## config.mk

```make
export PLATFORM = sky130hd
export DESIGN_NAME = pair_fetch_seq
export DESIGN_NICKNAME = d
export VERILOG_FILES = /design/src/rtl/pf_pkg.sv /design/src/rtl/pf_pc.sv /design/src/rtl/pf_ibuf.sv /design/src/rtl/pair_fetch_seq.sv
export SDC_FILE = /design/constraint.sdc
export NUM_CORES = 1
export LEC_CHECK = 0
export BUFFER_PORTS_ARGS = -buffer_cell sky130_fd_sc_hd__buf_2
export CAP_MARGIN = 15
export CORE_AREA = 4 4 101 103
export CTS_CLUSTER_SIZE = 25
export DETAILED_ROUTE_END_ITERATION = 6
export DIE_AREA = 0 0 105 107
export PLACE_DENSITY = 0.77
export SLEW_MARGIN = 5
export SYNTH_ARGS = -nofsm -noshare
export SYNTH_HDL_FRONTEND = slang
export SYNTH_SLANG_ARGS = --single-unit
```

## constraint.sdc

```tcl
create_clock -name clk -period 1.4 [get_ports clk]
set_input_delay 0.21 -clock clk [delete_from_list [all_inputs] [get_ports clk]]
set_output_delay 0.21 -clock clk [all_outputs]
set_load 0.01 [all_outputs]
```

## src/rtl/pf_pkg.sv

```systemverilog
package pf_pkg;
  typedef enum logic [1:0] {
    ST_PICK  = 2'd0,
    ST_READ  = 2'd1,
    ST_SPLIT = 2'd2,
    ST_EXEC  = 2'd3
  } fetch_st_t;
endpackage

```

## src/rtl/pf_pc.sv

```systemverilog
module pf_pc #(
  parameter int ADDR_W    = 12,
  parameter int NUM_WORDS = 1000
) (
  input  logic              clk,
  input  logic              rst_n,
  input  logic              step,
  input  logic              load,
  input  logic [ADDR_W-1:0] load_val,
  output logic [ADDR_W-1:0] pc
);
  localparam logic [ADDR_W-1:0] LAST = ADDR_W'(NUM_WORDS - 1);

  function automatic logic [ADDR_W-1:0] pc_step(input logic [ADDR_W-1:0] cur);
    return (cur >= LAST) ? '0 : cur + 1'b1;
  endfunction

  always_ff @(posedge clk) begin
    if (!rst_n)    pc <= '0;
    else if (load) pc <= load_val;
    else if (step) pc <= pc_step(pc);
  end
endmodule

```

## src/rtl/pf_ibuf.sv

```systemverilog
module pf_ibuf #(
  parameter int INSN_W = 20
) (
  input  logic              clk,
  input  logic              rst_n,
  input  logic              fill,
  input  logic [INSN_W-1:0] fill_val,
  input  logic              drain,
  input  logic              clear,
  output logic              valid,
  output logic [INSN_W-1:0] data
);
  always_ff @(posedge clk) begin
    if (!rst_n) begin
      valid <= 1'b0;
      data  <= '0;
    end else begin
      if (clear || drain) valid <= 1'b0;
      else if (fill)      valid <= 1'b1;
      if (fill) data <= fill_val;
    end
  end
endmodule

```

## src/rtl/pair_fetch_seq.sv

```systemverilog
module pair_fetch_seq #(
  parameter int OPC_W     = 8,
  parameter int ADDR_W    = 12,
  parameter int NUM_WORDS = 1000
) (
  input  logic                          clk,
  input  logic                          rst_n,
  output logic                          mem_req,
  output logic [ADDR_W-1:0]             mem_addr,
  input  logic [2*(OPC_W+ADDR_W)-1:0]   mem_rdata,
  input  logic                          mem_rvalid,
  output logic                          insn_valid,
  output logic [OPC_W-1:0]              opcode,
  output logic [ADDR_W-1:0]             operand,
  input  logic                          exec_done,
  input  logic                          br_req,
  input  logic [ADDR_W-1:0]             br_target,
  input  logic                          br_right
);
  import pf_pkg::*;

  localparam int INSN_W = OPC_W + ADDR_W;
  localparam int WORD_W = 2 * INSN_W;

  function automatic logic [INSN_W-1:0] left_half(input logic [WORD_W-1:0] w);
    return w[WORD_W-1:INSN_W];
  endfunction

  function automatic logic [INSN_W-1:0] right_half(input logic [WORD_W-1:0] w);
    return w[INSN_W-1:0];
  endfunction

  function automatic logic [OPC_W-1:0] opc_of(input logic [INSN_W-1:0] i);
    return i[INSN_W-1:ADDR_W];
  endfunction

  function automatic logic [ADDR_W-1:0] adr_of(input logic [INSN_W-1:0] i);
    return i[ADDR_W-1:0];
  endfunction

  fetch_st_t         state;
  logic [WORD_W-1:0] mbr;
  logic [OPC_W-1:0]  ir;
  logic [ADDR_W-1:0] ar;
  logic [ADDR_W-1:0] mar;
  logic              iv;
  logic              start_right;
  logic [ADDR_W-1:0] pc;
  logic              buf_valid;
  logic [INSN_W-1:0] buf_data;
  logic [INSN_W-1:0] split_sel;

  // named events, also observed by the checker
  logic ev_buf_hit, ev_word_in, ev_accept, ev_branch, ev_fill;
  assign ev_buf_hit = (state == ST_PICK) && buf_valid;
  assign ev_word_in = (state == ST_READ) && mem_rvalid;
  assign ev_accept  = (state == ST_EXEC) && exec_done;
  assign ev_branch  = ev_accept && br_req;
  assign ev_fill    = (state == ST_SPLIT) && !start_right;
  assign split_sel  = start_right ? right_half(mbr) : left_half(mbr);

  pf_pc #(.ADDR_W(ADDR_W), .NUM_WORDS(NUM_WORDS)) u_pc (
    .clk(clk), .rst_n(rst_n), .step(ev_word_in), .load(ev_branch),
    .load_val(br_target), .pc(pc)
  );

  pf_ibuf #(.INSN_W(INSN_W)) u_ibuf (
    .clk(clk), .rst_n(rst_n), .fill(ev_fill), .fill_val(right_half(mbr)),
    .drain(ev_buf_hit), .clear(ev_branch), .valid(buf_valid), .data(buf_data)
  );

  always_ff @(posedge clk) begin
    if (!rst_n) begin
      state       <= ST_PICK;
      mbr         <= '0;
      ir          <= '0;
      ar          <= '0;
      mar         <= '0;
      iv          <= 1'b0;
      start_right <= 1'b0;
    end else begin
      iv <= 1'b0;
      case (state)
        ST_PICK: begin
          if (buf_valid) begin
            ir    <= opc_of(buf_data);
            ar    <= adr_of(buf_data);
            iv    <= 1'b1;
            state <= ST_EXEC;
          end else begin
            mar   <= pc;
            state <= ST_READ;
          end
        end
        ST_READ: begin
          if (mem_rvalid) begin
            mbr   <= mem_rdata;
            state <= ST_SPLIT;
          end
        end
        ST_SPLIT: begin
          ir          <= opc_of(split_sel);
          ar          <= adr_of(split_sel);
          iv          <= 1'b1;
          start_right <= 1'b0;
          state       <= ST_EXEC;
        end
        default: begin
          if (exec_done) begin
            if (br_req) start_right <= br_right;
            state <= ST_PICK;
          end
        end
      endcase
    end
  end

  assign mem_req    = (state == ST_READ);
  assign mem_addr   = mar;
  assign insn_valid = iv;
  assign opcode     = ir;
  assign operand    = ar;
endmodule

```

### Word level (Yosys, flattened, before mapping)

Cells that the tools add are included.

| cells by class | value |
|---|---|
| mux-type cells | 17 |
| eq/ne operators | 5 |
| reductions and logical operators | 20 |
| bitwise operators | 3 |
| add/sub/neg operators | 1 |
| $lt $le $gt $ge | 1 |

Operators with widths:

| cell | count |
|---|---|
| 2-to-1 mux 12 bit | 4 |
| case mux 12 bit (2 select lines) | 1 |
| 2-to-1 mux 20 bit | 1 |
| case mux 8 bit (2 select lines) | 1 |
| adder 12 x 1 -> 12 bit (second input constant) | 1 |
| >= comparator 12 x 10 -> 1 bit (second input constant) | 1 |
| 2-to-1 mux 8 bit | 1 |
| AND reduction 2 bit | 4 |
| nonzero test 2 bit | 4 |
| 2-to-1 mux 2 bit | 3 |
| case mux 2 bit (3 select lines) | 1 |
| logical AND 1 bit | 5 |
| == test 2 bit (second input constant) | 2 |
| inequality test 2 x 1 -> 1 bit (second input constant) | 2 |
| case mux 1 bit (2 select lines) | 2 |
| nonzero test 4 bit | 1 |
| OR reduction 2 bit | 2 |
| 2-to-1 mux 1 bit | 3 |
| inverter 1 bit | 3 |
| AND reduction 3 bit | 1 |
| == test 2 x 1 -> 1 bit (second input constant) | 1 |
| zero test 2 bit | 1 |
| zero test 1 bit | 1 |
| logical OR 1 bit | 1 |

| storage, ports and cells | value |
|---|---|
| logic and storage cells | 57 |
| input port bits | 58 |
| output and inout port bits | 34 |
| register bits after elaboration | 109 |

### Depth between registers and ports, before layout

Gate-level depths: netlist of run 1.

| logic depth | value |
|---|---|
| depth after elaboration | 5 |
| mapped depth | 8 |
| depth with buffers taken out | 6 |

### By module

From an unflattened synthesis of run 1, not the netlist that was laid out.

| unflattened totals | value |
|---|---|
| cells, all modules | 529 |
| area, all modules | 4808.4 um2 |

Modules (own cells, without submodules):

| module | area an instance (um2) | sequential area each (um2) | instances | cells an instance |
|---|---|---|---|---|
| pair_fetch_seq | 3270.6 | 1521.5 | 1 | 376 |
| pf_ibuf | 820.8 | 420.4 | 1 | 68 |
| pf_pc | 716.9 | 240.2 | 1 | 85 |

### Worst setup path before layout of run 1

No wires, ideal clock.

| timing path | value |
|---|---|
| kind | reg2reg |
| start | register state[0] |
| end | register state[1] |
| period minus slack after synthesis | 1.536 ns |
| data required time | 1.272 ns |
| arrival | 1.409 ns |
| path buffers | 1 |
| setup time | 0.128 ns |
| path slack | -0.136 ns |
| stages on the path, launching flop included | 7 |
| path through | dfxtp_1 > inv_1 > ha_1 > buf_2 > o41ai_2 > mux2i_1 > nor2_1 |

| on the way | value |
|---|---|
| word-level cells in the longest chain between the ends | 3 |
| elaborated cells between the ends (all ways) | 7 |
| classes of those cells | eq/ne: 3; mux: 1; reduce/logical: 3 |

Ends and longest elaborated chain:

| item | line | text |
|---|---|---|
| start, declared | pair_fetch_seq.sv:41 | `fetch_st_t state;` |
| start signal, assigned | pair_fetch_seq.sv:74 | `state <= ST_PICK;` |
| start signal, assigned | pair_fetch_seq.sv:89 | `state <= ST_EXEC;` |
| start signal, assigned | pair_fetch_seq.sv:92 | `state <= ST_READ;` |
| == test 2 x 1 -> 1 bit (tied with other cells) | pair_fetch_seq.sv:83 | `case (state)` |
| inequality test 2 x 1 -> 1 bit (no line) / nonzero test 4 bit (equally long branches) | - |  |
| AND reduction 2 bit (no line) | - |  |

Several ways; a longest one is shown, not always the timed one.
A chain may end at the register's enable or synchronous reset.

### Final worst setup path of run 1

| timing path | value |
|---|---|
| start | register state[1] |
| end | register mbr[10] |

| on the way | value |
|---|---|
| word-level cells in the longest chain between the ends | 2 |

Ends and longest elaborated chain:

| item | line | text |
|---|---|---|
| == test 2 x 1 -> 1 bit | pair_fetch_seq.sv:83 |  |
| AND reduction 2 bit (no line) | - |  |
| end signal, assigned | pair_fetch_seq.sv:97 | `mbr <= mem_rdata;` |
| end, declared | pair_fetch_seq.sv:42 | `logic [WORD_W-1:0] mbr;` |

No other way between the ends.

==> results of run 1 <==
==> worst reg2reg max path: cells and delay by family, from the launching register on <==
family / cells / cell delay (ns)
simple gates: 2 / 0.25
buf+inv: 4 / 0.48
fa+ha+maj: 1 / 0.20
compound gates: 1 / 0.21
flops: 1 / 0.38
==> final timing paths <==
path / from / to / cells past startpoint
worst max-delay path: state[1] / mbr[10] / 8
worst min-delay path: mem_rdata[20] / mbr[20] / 3
worst max register to register: state[1] / mbr[10] / 8
worst min register to register: mbr[32] / mbr[32] / 2
==> synthesized netlist by cell type <==
cell and count:
nor3_1 4, and2_1 1, nor2_1 45, a31oi_1 2
mux2_2 1, o22ai_1 8, nand3_1 10, a21oi_1 106
buf_2 23, inv_2 1, nor4_4 1, xnor2_1 4
nand2_1 150, a211o_1 1, nand2_2 1, inv_1 3
and4_1 1, buf_1 1, clkbuf_1 17, a211oi_1 21
nor2b_1 3, nand3b_1 1, nand3_2 1, ha_1 5
dfxtp_1 109, buf_4 2, mux2i_1 23, o41ai_2 1
xor2_1 3, nand2b_1 3, and3_1 12
==> registers in the layout, summed over array words and instances, names as in the netlist <==
register      flops
mem_addr         12
u_ibuf.data      20
state             2
opcode            8
insn_valid        1
u_ibuf.valid      1
mbr              40
u_pc.pc          12
start_right       1
operand          12
==> power by group through the flow <==
stage	clock [mW]	sequential, mW	combinational, mW
finish	2.18	3.65	5.01
global route	2.35	3.69	5.30
CTS	2.19	3.60	3.48
detailed placement	0	3.66	3.01
global placement	0	3.64	2.92
floorplan	0	3.64	1.87
==> routing by layer <==
layer,track usage,wire (µm),share of wire,up-vias
met5,0,9,0.00064,-
met1,0.269,5700,0.40,2135
met4,0.0684,395,0.028,2
li1,-,-,-,2129
met3,0.0433,1130,0.080,44
met2,0.382,6900,0.49,219
==> area by class of cell <==
class	instances	area share
multi-input cells	408	0.409
flip-flops and latches	109	0.338
repair buffers	148	0.193
clock buffers	12	0.0240
well taps	111	0.0214
clock inverters	4	0.0120
inverters	4	0.00329
==> what timing repair did <==
action,4_1_cts,5_1_grt
buffers inserted,3,10
cloned,3,7
pin swaps,3,37
endpoints found under the setup margin,53,106
gates resized for setup,19,118
==> logic make-up after synthesis <==
| logic type | after synthesis | synth area share |
|---|---|---|
| compound gates | 139 | 0.172 |
| xor+xnor | 7 | 0.0136 |
| fa+ha+maj | 5 | 0.0139 |
| buf+inv | 47 | 0.0472 |
| flops | 109 | 0.484 |
| mux | 24 | 0.0535 |
| simple gates | 233 | 0.216 |
==> summary.md, run 1 <==
| Metric | Value |
|---|---|
| Number of fill cells | `654` |
| Synth area leaders | `dfxtp_1 (48%), nand2_1 (12%), a21oi_1 (12%), mux2i_1 (5.1%), nor2_1 (3.7%)` |
| Outcome | `complete, but fails checks` |
| RSZ-0062 raised after global routing | `true` |
| FMAX | `624 MHz` |
| Die Wd | `about 110 µm` |
| Worst setup margin | `-0.202 ns` |
| Syn Nets | `627` |
| Worst EP required | `1.68 ns` |
| P_sw | `3.95 mW` |
| CTS tree | `built` |
| Type of destination of the critical path | `flop` |
| I/O Buffers | `approximately 90` |
| Area of the core | `about 9200 µm²` |
| Synth top area share | `0.484` |
| Area taken by multi-input logic gates | `2650 µm²` |
| Warnings from Yosys | `0` |
| Hold-fix buffer count after cts | `0` |
| Non-filler instance count after layout | `between 700 and 800` |
| Placed Instance Area | `5350 µm²` |
| CP bufs+invs | `4` |
| Share of post-route cells with drive strength above 1 | `0.390` |
| Maximum VDD drop | `between 700 and 800 µV` |
| Clock Sink Count | `109` |
| Cell Pwr Density | `1670 nW/µm²` |
| Clock share of power | `0.201` |
| Setup TNS Final | `-10.58 ns` |
| Gpl congestion | `just over 0.8` |
| Total GRT Usage | `0.218` |
| Hold WC Path Type | `input pin to flop` |
| Area grow syn2layout | `43.6%` |
| Overall Power | `approximately 11 mW` |
| Failing checks | `setup timing` |
| Final hold vios | `0` |
| Min Tclk post-route | `1.60 ns` |
| Register Area | `2190 µm²` |
| Count of final setup violators | `around 110` |
| Gr ovfl total | `0` |
| CP peak stage delay | `0.38 ns` |
| Post-synthesis cell area | `4510 µm²` |
| Final hold slack | `0.0771 ns` |
| Area leader, netlist | `dfxtp_1` |
| Crit-path most repeated cell | `buf_4` |
| Sequential area share after synthesis | `0.484` |
| Nets | `743` |
| Slowest cell on crit path | `dfxtp_4` |
| Post-DRT Antenna Nets | `0` |
| Slew at the pin closest to its max-slew limit | `0.395 ns` |
| Comb power frac | `0.462` |
| Largest net degree at the start of global routing | `40` |
| Flop2flop setup slack | `-0.20 ns` |
| Inserted Clock Buffers | `9` |
| Final period utilization | `1.14` |
| Total number of vias | `about 4.5k` |
| DR vias/cell | `5.69` |
| Cells after DPL | `759` |
| Drt drc | `0` |
| Crit-path cells | `inv_4 -> ha_2 -> buf_4 -> and2_4 -> buf_4 -> clkbuf_16 -> nand2_2 -> a21oi_1` |
| Vias in the first global route | `4229` |
| Post-DP HPWL | `between 7000 and 8000 µm` |
| Die area | `11200 µm²` |
| Synth Area per Inst | `8.00 µm²` |
| Fin. max-slew vios | `0` |
| Critical path arrival | `approximately 1.9 ns` |
| Post-Syn Instances | `564` |
| Cell-internal power | `approximately 7 mW` |
| Fin Clk Skew | `0.00747 ns` |
| Longest Clk Path Bufs | `2` |
| Router iterations before antenna repair | `5` |
| Commonest non-fill, non-tap cells in the layout | `nand2_1 (133), dfxtp_1 (107), buf_2 (91)` |
| CP top delay family | `buffers and inverters` |
| Wire per inst | `17.7 µm` |
| Total I/O pin count | `92` |
| Die H | `107 µm` |
| Max_cap viols | `0` |
| First-pass GRT wire length | `20100 µm` |
| Clock latency on the worst-skew pair | `0.36 ns` |
| Initial core utilization | `0.490` |
| H-tree depth | `3` |
| Worst Path Max Fanout | `5` |
| CTS clk-pin slew, worst paths | `0.10 ns` |
| Post-place setup slack | `-0.157 ns` |
| Initial antenna violation count | `1` |
| Sequential share of power | `0.337` |
| Rel. slew slack | `0.736` |
| FP Rows | `35` |
| CP Class | `flop to flop` |
| First DRT Iteration DRCs | `338` |
| Final wirelength | `14100 µm` |
| Post-Route Utilization | `0.704` |
| N_diodes | `0` |
| #FFs+latches synth | `109` |
| Fin area | `6470 µm²` |
| P_leak | `2.52 nW` |
| Commonest non-fill, non-tap cell in the layout | `nand2_1` |
| Setup crit start kind | `flop` |
| Switch share | `0.365` |
| Distinct cells, synth | `31` |
| Clock Tree Root | `clkbuf_8` |
Power figures use the tool's default switching activity.
==> run 2: changes to the inputs <==
--- a/config.mk
+++ b/config.mk
@@ -7,12 +7,13 @@
 export LEC_CHECK = 0
 export BUFFER_PORTS_ARGS = -buffer_cell sky130_fd_sc_hd__buf_2
 export CAP_MARGIN = 15
-export CORE_AREA = 4 4 101 103
+export CORE_AREA = 4 4 104 106
 export CTS_CLUSTER_SIZE = 25
 export DETAILED_ROUTE_END_ITERATION = 6
-export DIE_AREA = 0 0 105 107
-export PLACE_DENSITY = 0.77
+export DIE_AREA = 0 0 108 110
+export PLACE_DENSITY = 0.76
 export SLEW_MARGIN = 5
 export SYNTH_ARGS = -nofsm -noshare
 export SYNTH_HDL_FRONTEND = slang
+export SYNTH_HIERARCHICAL = 1
 export SYNTH_SLANG_ARGS = --single-unit
==> run 2 against run 1 <==
Effect of this change:
- critical path type unchanged
- cell area is 0.37% lower
- sequential share of layout area is 0.12 points higher
- count of clock-buffer cells in the layout fell by 2
- critical endpoint is now u_pc/pc[8]
- the flow still finishes with violations (setup timing)
- clock skew up 0.0083 ns
- via count shrank 7.6%
- routed wire length is 3.8% lower
- largest cell class unchanged
==> summary.md, run 2 <==
| Metric | Value |
|---|---|
| Post-DP HPWL | `8400 µm (+6.3%)` |
| Setup crit start kind | `flop` |
| Synth area leaders | `dfxtp_1 (45%), mux2i_1 (8.5%), nand2_1 (8.4%), a21boi_0 (8.3%), a21oi_1 (3.6%)` |
| Post-Route Utilization | `0.660 (-0.0441)` |
| Post-Syn Instances | `529 (-6.2%)` |
| Post-synth ARST share | `0 (unchanged)` |
| #FFs+latches synth | `109 (unchanged)` |
| Post-synth EDFFs | `0 (unchanged)` |
| Router iterations before antenna repair | `4 (-1)` |
| Drt drc | `0 (unchanged)` |
| I/O Buffers | `91 (unchanged)` |
| Worst EP required | `1.70 ns (+0.02 ns)` |
| Count of final setup violators | `88 (-18%)` |
| FMAX | `618 MHz (-1.1%)` |
| Cells after DPL | `748 (-1.4%)` |
| Sequential area share after synthesis | `0.454 (-0.0300)` |
| N_diodes | `0 (unchanged)` |
| Clock latency on the worst-skew pair | `0.37 ns (about the same)` |
| FF-to-FF End | `u_pc/pc[8]` |
| Worst Path Max Fanout | `5 (unchanged)` |
| Distinct cells, synth | `46 (+48%)` |
| Die Wd | `108 µm (+2.9%)` |
| Gpl congestion | `0.840 (+1.4%)` |
| Warnings from Yosys | `6 (+6)` |
| Total I/O pin count | `92 (unchanged)` |
| Die area | `11900 µm² (+5.7%)` |
| Area of the core | `9770 µm² (+6.3%)` |
| Critical path arrival | `1.92 ns (+0.04 ns)` |
| Hold-fix buffer count after cts | `0 (unchanged)` |
| Total number of vias | `4185 (-7.6%)` |
| Wire per inst | `17.3 µm (-2.5%)` |
| Commonest non-fill, non-tap cell in the layout | `dfxtp_1` |
| Worst R2R Path Depth | `6 (-2)` |
| H-tree depth | `3 (unchanged)` |
| Clock Tree Root | `clkbuf_8` |
| Inserted Clock Buffers | `9 (unchanged)` |
| Vias in the first global route | `4068 (-3.8%)` |
| Most frequent cell after synthesis | `dfxtp_1` |
| Reg-to-reg critical path startpoint | `state[0]` |
| Register with the most flip-flops | `mbr` |
| Syn Nets | `594 (-5.3%)` |
| Non-filler instance count after layout | `785 (-1.4%)` |
| Final period utilization | `1.16 (+0.0125)` |
| Crit path from | `state[0]` |
| Maximum VDD drop | `752 µV (-2.6%)` |
| Cell Pwr Density | `1550 nW/µm² (-7.6%)` |
| FP Rows | `36 (+2.9%)` |
| Final wirelength | `13600 µm (-3.8%)` |
| Flop2flop setup slack | `-0.22 ns (-0.02 ns)` |
| Worst setup margin | `-0.219 ns (-0.0174 ns)` |
| Number of fill cells | `739 (+13%)` |
| Total GRT Usage | `0.205 (-0.0126)` |
| Largest net degree at the start of global routing | `42 (+5.0%)` |
| Min Tclk post-route | `1.62 ns (+0.0174 ns)` |
| Hold WC Path Type | `input pin to flop` |
| Clock Sink Count | `109 (unchanged)` |
| First DRT Iteration DRCs | `230 (-32%)` |
| Failing checks | `setup timing` |
| Gr ovfl total | `0 (unchanged)` |
| Final hold vios | `0 (unchanged)` |
| P_leak | `2.55 nW (+1.0%)` |
| Nets | `712 (-4.2%)` |
| Type of destination of the critical path | `flop` |
| Max_cap viols | `0 (unchanged)` |
| Post-synthesis cell area | `4810 µm² (+6.6%)` |
| Top cells by count, synth | `dfxtp_1 (109), nand2_1 (108), a21boi_0 (53)` |
| Fin Clk Skew | `0.0158 ns (+0.00829 ns)` |
| Area leader, netlist | `dfxtp_1` |
| Area grow syn2layout | `34.2%` |
| CTS clk-pin slew, worst paths | `0.12 ns (+0.02 ns)` |
| First-pass GRT wire length | `19600 µm (-2.5%)` |
| Rel. slew slack | `0.695 (-0.0415)` |
| Hold Crit Start | `mem_rdata[12]` |
| CTS tree | `built` |
| RSZ-0062 raised after global routing | `true` |
| Initial antenna violation count | `0 (-1)` |
| Slew at the pin closest to its max-slew limit | `0.455 ns (+0.0595 ns)` |
| Die H | `110 µm (+2.8%)` |
| Share of post-route cells with drive strength above 1 | `0.365 (-0.0248)` |
| Biggest regs | `mbr: 40 flops, u_ibuf/data: 20 flops` |
| Hold path cells | `3 (unchanged)` |
| Fin. max-slew vios | `0 (unchanged)` |
| Longest Clk Path Bufs | `2 (unchanged)` |
| Outcome | `complete, but fails checks` |
| Ys flop type | `dfxtp_1` |
| Commonest non-fill, non-tap cells in the layout | `dfxtp_1 (107), buf_2 (92), nand2_1 (78)` |
| Max FFs per register | `40 (unchanged)` |
| DR vias/cell | `5.33 (-6.3%)` |
| Synth top area share | `0.454 (-0.0300)` |
| CP Class | `flop to flop` |
| Synth Area per Inst | `9.09 µm² (+14%)` |
| Initial core utilization | `0.492 (+0.00146)` |
| Post-DRT Antenna Nets | `0 (unchanged)` |
| Hold endpoint | `mbr[12]` |
run 2: changes by cell type in the layout (fill, tap and decap cells not counted), sizes merged, moves of 9 or more:
cell,before,now
a22o,0,20
a211oi,21,1
nand2,151,108
nor3b,0,9
a21oi,106,35
a21boi,0,54
mux2i,23,41
nor2b,3,24
nor2,45,28
and3,12,2
run 2: worst max-delay path by stage:
stage                 end  slack (ns)  cells after the start
2_1_floorplan  u_pc/pc[7]       -0.10                      9
3_3_place_gp    opcode[6]       -0.12                      6
3_5_place_dp    opcode[6]       -0.17                      6
4_1_cts        u_pc/pc[8]       -0.18                      8
5_1_grt        u_pc/pc[9]       -0.28                      6
6_report       u_pc/pc[8]       -0.22                      6
run 2: critical path: stages, from the launching register on:
cell	delay [ns]
dfxtp_4	0.38
ha_2	0.19
and3_4	0.17
nor4b_4	0.28
o31a_4	0.26
o21ai_1	0.09
a21oi_1	0.16
run 2: final cells by class:
class | count | area, µm² | share of cell area
Clock buffer | 10 | 128 | 0.0198
Clock inverter | 6 | 52.6 | 0.00815
Inverter | 6 | 30.0 | 0.00465
Multi-Input combinational cell | 376 | 2700 | 0.418
Sequential cell | 109 | 2190 | 0.339
Tap cell | 133 | 166 | 0.0258
Timing Repair Buffer | 145 | 1190 | 0.184
run 2: cell families (layout without fill, tap and decap cells):
| group | after synthesis | count (layout) | synth area share |
|---|---|---|---|
| adders and majority gates | 7 | 7 | 0.0182 |
| xor gates and xnor gates | 3 | 3 | 0.00547 |
| and+or+nand+nor | 194 | 194 | 0.190 |
| buffers and inverters | 45 | 167 | 0.0526 |
| muxes | 41 | 41 | 0.0853 |
| DFF | 109 | 109 | 0.454 |
| AOI/OAI and AO/OA | 130 | 131 | 0.195 |
run 2: through the flow:
stage                     instance area [µm²]  TNS (ns)  total power [mW]  setup WS (ns)  hold slack, ns
after floorplan                          4850     -1.59              5.79         -0.104           0.350
after global placement                   5570     -4.59              6.62         -0.118           0.448
final                                    6450     -7.09              9.98         -0.219          0.0653
after detailed placement                 5570     -9.44              6.73         -0.166           0.456
after global routing                     6450    -12.30              10.5         -0.281          0.0563
after CTS                                5860    -11.08              8.81         -0.182          0.0687
run 2: repair_timing:
| item | 4_1_cts | 5_1_grt |
|---|---|---|
| pin swaps | 1 | 17 |
| gates cloned | 2 | 11 |
| resized for setup | 14 | 134 |
| buffers inserted | 1 | 8 |
| endpoints found under the setup margin | 109 | 109 |
run 2: report_power, final:
part	leakage [nW]	total (mW)	internal, mW	switching (mW)
logic	1.57	4.48	2.20	2.28
clock network	0.0923	1.84	0.683	1.15
registers	0.883	3.66	3.42	0.240
total	2.55	9.98	6.31	3.67
run 2: layer usage:
layer / global-route usage / share of wire
met1: 0.265 / 0.43
met2: 0.359 / 0.52
met3: 0.0320 / 0.039
met4: 0.0523 / 0.015
met5: 0 / 0
